File: src/rtl/nor_id_probe.sv
module nor_id_probe #(
  parameter int AW = 24
) (
  input  logic          clk,
  input  logic          rst_n,
  input  logic          start,
  input  logic [AW-1:0] base_addr,
  input  logic [1:0]    bus_width,
  output logic [AW-1:0] bus_addr,
  output logic [31:0]   bus_wdata,
  output logic          bus_we,
  output logic          bus_re,
  input  logic [31:0]   bus_rdata,
  output logic [31:0]   mfr_id,
  output logic [31:0]   dev_id,
  output logic          dual_dev,
  output logic          busy,
  output logic          done
);
  localparam logic [3:0] LAST = 4'd10;
  localparam logic [3:0] RD_MFR = 4'd6;
  localparam logic [3:0] RD_DEV = 4'd7;

  logic [3:0]    step;
  logic [AW-1:0] base_q;
  logic [1:0]    wid_q;
  logic [31:0]   mraw;
  logic [11:0]   wa;
  logic [7:0]    cmd;
  logic          rd;
  logic [1:0]    sh;
  logic [31:0]   rmask, rdm;
  logic          fold;

  always_comb begin
    rd  = 1'b0;
    wa  = 12'h555;
    cmd = 8'hAA;
    case (step)
      4'd1, 4'd4, 4'd9: begin wa = 12'h2AA; cmd = 8'h55; end
      4'd2, 4'd10:      cmd = 8'hF0;
      4'd5:             cmd = 8'h90;
      RD_MFR:           begin rd = 1'b1; wa = 12'h000; end
      RD_DEV:           begin rd = 1'b1; wa = 12'h001; end
      default:          ;
    endcase
  end

  assign sh        = (wid_q == 2'd0) ? 2'd0 : (wid_q == 2'd1) ? 2'd1 : 2'd2;
  assign rmask     = (wid_q == 2'd0) ? 32'h0000_00FF :
                     (wid_q == 2'd1) ? 32'h0000_FFFF : 32'hFFFF_FFFF;
  assign rdm       = bus_rdata & rmask;
  assign bus_addr  = base_q + (AW'(wa) << sh);
  assign bus_wdata = {8'h00, cmd, 8'h00, cmd};
  assign bus_we    = busy & ~rd;
  assign bus_re    = busy & rd;
  assign fold      = wid_q[1] && (mraw[31:16] == mraw[15:0]) && (rdm[31:16] == rdm[15:0]);

  always_ff @(posedge clk) begin
    if (!rst_n) begin
      busy     <= 1'b0;
      done     <= 1'b0;
      step     <= '0;
      base_q   <= '0;
      wid_q    <= '0;
      mraw     <= '0;
      mfr_id   <= '0;
      dev_id   <= '0;
      dual_dev <= 1'b0;
    end else begin
      done <= 1'b0;
      if (!busy) begin
        if (start) begin
          busy   <= 1'b1;
          step   <= '0;
          base_q <= base_addr;
          wid_q  <= bus_width;
        end
      end else begin
        step <= step + 4'd1;
        if (step == RD_MFR) mraw <= rdm;
        if (step == RD_DEV) begin
          dual_dev <= fold;
          mfr_id   <= fold ? {16'h0, mraw[15:0]} : mraw;
          dev_id   <= fold ? {16'h0, rdm[15:0]}  : rdm;
        end
        if (step == LAST) begin
          busy <= 1'b0;
          done <= 1'b1;
        end
      end
    end
  end
endmodule


File: config.mk
export PLATFORM = sky130hd
export DESIGN_NAME = nor_id_probe
export DESIGN_NICKNAME = d
export VERILOG_FILES = /design/src/rtl/nor_id_probe.sv
export SDC_FILE = /design/constraint.sdc
export NUM_CORES = 1
export LEC_CHECK = 0
export BUFFER_PORTS_ARGS = -buffer_cell sky130_fd_sc_hd__buf_2
export CAP_MARGIN = 20
export CORE_MARGIN = 4
export CORE_UTILIZATION = 47
export DETAILED_ROUTE_END_ITERATION = 7
export HOLD_SLACK_MARGIN = 0.05
export PLACE_DENSITY = 0.76
export SKIP_CTS_REPAIR_TIMING = 1
export SLEW_MARGIN = 30
export SYNTH_ARGS = -nofsm -noshare
export SYNTH_HDL_FRONTEND = slang
export SYNTH_SLANG_ARGS = --single-unit
File: constraint.sdc
create_clock -name clk -period 3.7 [get_ports clk]
set_input_delay 0.74 -clock clk [delete_from_list [all_inputs] [get_ports clk]]
set_output_delay 0.74 -clock clk [all_outputs]
set_load 0.02 [all_outputs]
==> metrics.md <==
| Metric | Value |
|---|---|
| Pre-CTS setup slack | `-69.7 ps` |
| DIE WIDTH | `between 100 and 150 um` |
| DR WL/cell | `between 15 and 20 um` |
| Internal reg-to-reg setup slack | `between 1000 and 1500 ps` |
| Synth top area share | `about two fifths` |
| Syn Area/Cell | `just under 8 um^2` |
| CTS root buffer | `clkbuf_16` |
| Final GP Congestion | `0.936` |
| Fin. Hold Viols | `0` |
| Total track usage | `approximately a quarter` |
| Core area | `roughly 13000 um^2` |
| Synth Flop Type | `dfxtp_1` |
| Final setup viols | `18` |
| CTS Buffer Depth | `2` |
| Synthesis Warnings | `0` |
| Worst-Skew Late Latency | `between 400 and 500 ps` |
| Wirelength, routed | `20.3 mm` |
| WS Path Type | `register to output pin` |
| RSZ-0062 raised after global routing | `true` |
| Vias in the first global route | `5823` |
| Num rows | `42` |
| GRT overflow | `0` |
| Highest clock rate | `between 200 and 250 MHz` |
| Area delta synth->final | `35.2%` |
| CP max stage delay | `370 ps` |
| DR DRC count | `0` |
| I/O pins | `186` |
| Relative slew slack | `45.5%` |
| Largest cells by area after synthesis | `dfxtp_1, nand2_1, a21oi_1` |
| Final HPWL DP | `about 14 mm` |
| Min cycle time layout | `about 4000 ps` |
| Startpoint Class | `register` |
| CTS tree | `done` |
| VDD IR max | `0.265 mV` |
| Reg2reg start | `wid_q[1]$_SDFFE_PN0P_` |
| Synth area leader | `dfxtp_1` |
| Number of max-cap violations | `0` |
| Worst setup margin | `-363 ps` |
| First-pass GRT wire length | `approximately 31 mm` |
| Layout cell share with drive strength beyond 1 | `around a third` |
| Leakage | `3.70 nW` |
| Failing checks | `negative setup slack` |
| Nets@finish | `around 1100` |
| Post-synthesis cell count | `814` |
| Worst slew pin tran | `~800 ps` |
| DP Cell Count | `about 1100` |
| Routed Antenna Nets | `0` |
| Post-synth EDFFs | `0` |
| Via count | `6557` |
| Hold Startpoint | `dev_id[4]$_SDFFE_PN0P_` |
| First-pass iteration count of the detailed router | `7` |
| Initial antenna violation count | `2` |
| Crit. End Element | `output pin` |
| Die area | `approximately 16000 um^2` |
| Req. time, crit path | `2960 ps` |
| Status | `complete, but fails checks` |
| Worst-path clk slew | `approximately 60 ps` |
| Max Transition Viols Final | `0` |
| CTS buffer count | `17` |
| H-tree levels | `4` |
| CP max stage cell | `dfxtp_4` |
| Drt initial violations | `between 600 and 700` |
| Starting Density | `48.2%` |
| Critical path peak fanout | `6` |
| Power Density | `about 410 nW/um^2` |
| Synth async-reset ratio | `0%` |
| Clock Skew | `~9.7 ps` |
| Vias/cell | `5.53` |
| Fin cells | `about 1200` |
| Min-delay worst type | `register to register` |
| WP data arrival | `around 3300 ps` |
| Worst Setup SP | `step[1]$_SDFFE_PN0P_` |
| Worst-path cell chain | `inv_4 > ha_4 > nand2b_4 > a21boi_4 > buf_6 > nand2_2 > buf_4 > o21ai_4 > ha_4 > nand3_1 > and2_1 > a21o_1 > a21oi_4 > and3_4 > xor2_2 > buf_4` |
| Period utilization | `110%` |
| Reg2Reg Depth | `9` |
| Hold depth | `2` |
| Mapped Area | `6410 um^2` |
| Synthesized flop and latch total | `around 130` |
| Chip height | `125 um` |
| Clk sink count | `about 130` |
| I/O Buffers | `169` |
| Unique masters post-synth | `54` |
| Seq/Total Area, Yosys | `approximately two fifths` |
| Largest net degree at the start of global routing | `83` |
## critical path: cells and delay by family (launching register included)
| family | cells | cell delay [ps] |
|---|---|---|
| compound gates | 4 | 860 |
| simple gates | 5 | 650 |
| buf+inv | 4 | 550 |
| flops | 1 | 370 |
| fa+ha+maj | 2 | 360 |
| xor+xnor | 1 | 130 |
## through the flow
step                cell area (um^2)  setup TNS, ps  hold WS, ps  util [%]  power, mW
finish                          8670          -4670          450      65.2       3.57
CTS                             8090          -7680          453      60.8       3.47
detailed placement              7560           -245          445      56.9       1.99
floorplan                       6540              0          441         -       1.80
global placement                7560              0          441      56.9       1.98
global route                    8670          -8040          477      65.2       3.71
## cells by family (layout without fill, tap and decap cells)
| logic type | Yosys count | after routing | share of synthesized area (%) |
|---|---|---|---|
| other cells | 1 | 19 | 0.0585 |
| fa+ha+maj | 19 | 19 | 3.82 |
| xor+xnor | 40 | 40 | 5.46 |
| buf+inv | 106 | 284 | 8.17 |
| mux | 1 | 1 | 0.156 |
| flops | 129 | 129 | 40.3 |
| compound gates | 203 | 203 | 20.4 |
| simple gates | 315 | 315 | 21.7 |
## power by group
group / internal [mW] / switching, mW
combinational: 0.270 / 0.378
sequential: 1.41 / 0.0263
clock: 0.852 / 0.640
## per-layer routing
layer  track usage, %  part of all wire, %
met3             7.03                   10
met2             35.1                   45
met5                0                    0
met1             33.6                   43
met4             8.16                  1.6
## state kept, by name, summed over array words and instances, names as in the netlist
signal,flops
mfr_id,32
wid_q,2
mraw,32
base_q,24
done,1
dev_id,32
dual_dev,1
busy,1
step,4
## cell usage in the layout, fill, tap and decap left out, types with 10 or more instances in the layout
cell type / instances
and3_1: 22
buf_4: 77
conb_1: 17
a21oi_1: 104
clkbuf_16: 17
nor2_1: 20
a32o_1: 32
buf_2: 149
nand3_1: 47
nand2_1: 172
xnor2_1: 20
ha_4: 10
xor2_1: 12
inv_1: 14
dfxtp_1: 126
## Yosys cell counts, types with 3 or more instances
cell       instances
nand2_1          175
dfxtp_1          129
a21oi_1          116
nand3_1           56
clkbuf_1          50
a32o_1            32
buf_4             27
xnor2_1           26
and3_1            25
nor2_1            25
ha_1              18
inv_1             18
o21ai_0           17
xor2_1            14
nor3_1             9
nor4_1             6
buf_1              5
nor2b_1            5
a211oi_1           4
a21o_1             4
nand2b_1           4
nand4_1            4
o22ai_1            4
a2111oi_0          3
buf_6              3
## path summary, 6_finish.rpt
check | to
worst min-delay path | dev_id[4]$_SDFFE_PN0P_
worst min register to register | dev_id[4]$_SDFFE_PN0P_
worst max register to register | dev_id[27]$_SDFFE_PN0P_
worst max-delay path | bus_addr[17]
## area by class of cell
| class | instances | area (um^2) |
|---|---|---|
| Timing Repair Buffer | 233 | 1400 |
| Antenna cell | 2 | 5.00 |
| Inverter | 19 | 81.3 |
| Fill cell | 1113 | 4620 |
| Tap cell | 176 | 220 |
| Sequential cell | 129 | 2590 |
| Multi-Input combinational cell | 595 | 3850 |
| Clock inverter | 13 | 88.8 |
| Clock buffer | 19 | 433 |
(Power assumes the default switching activity.)
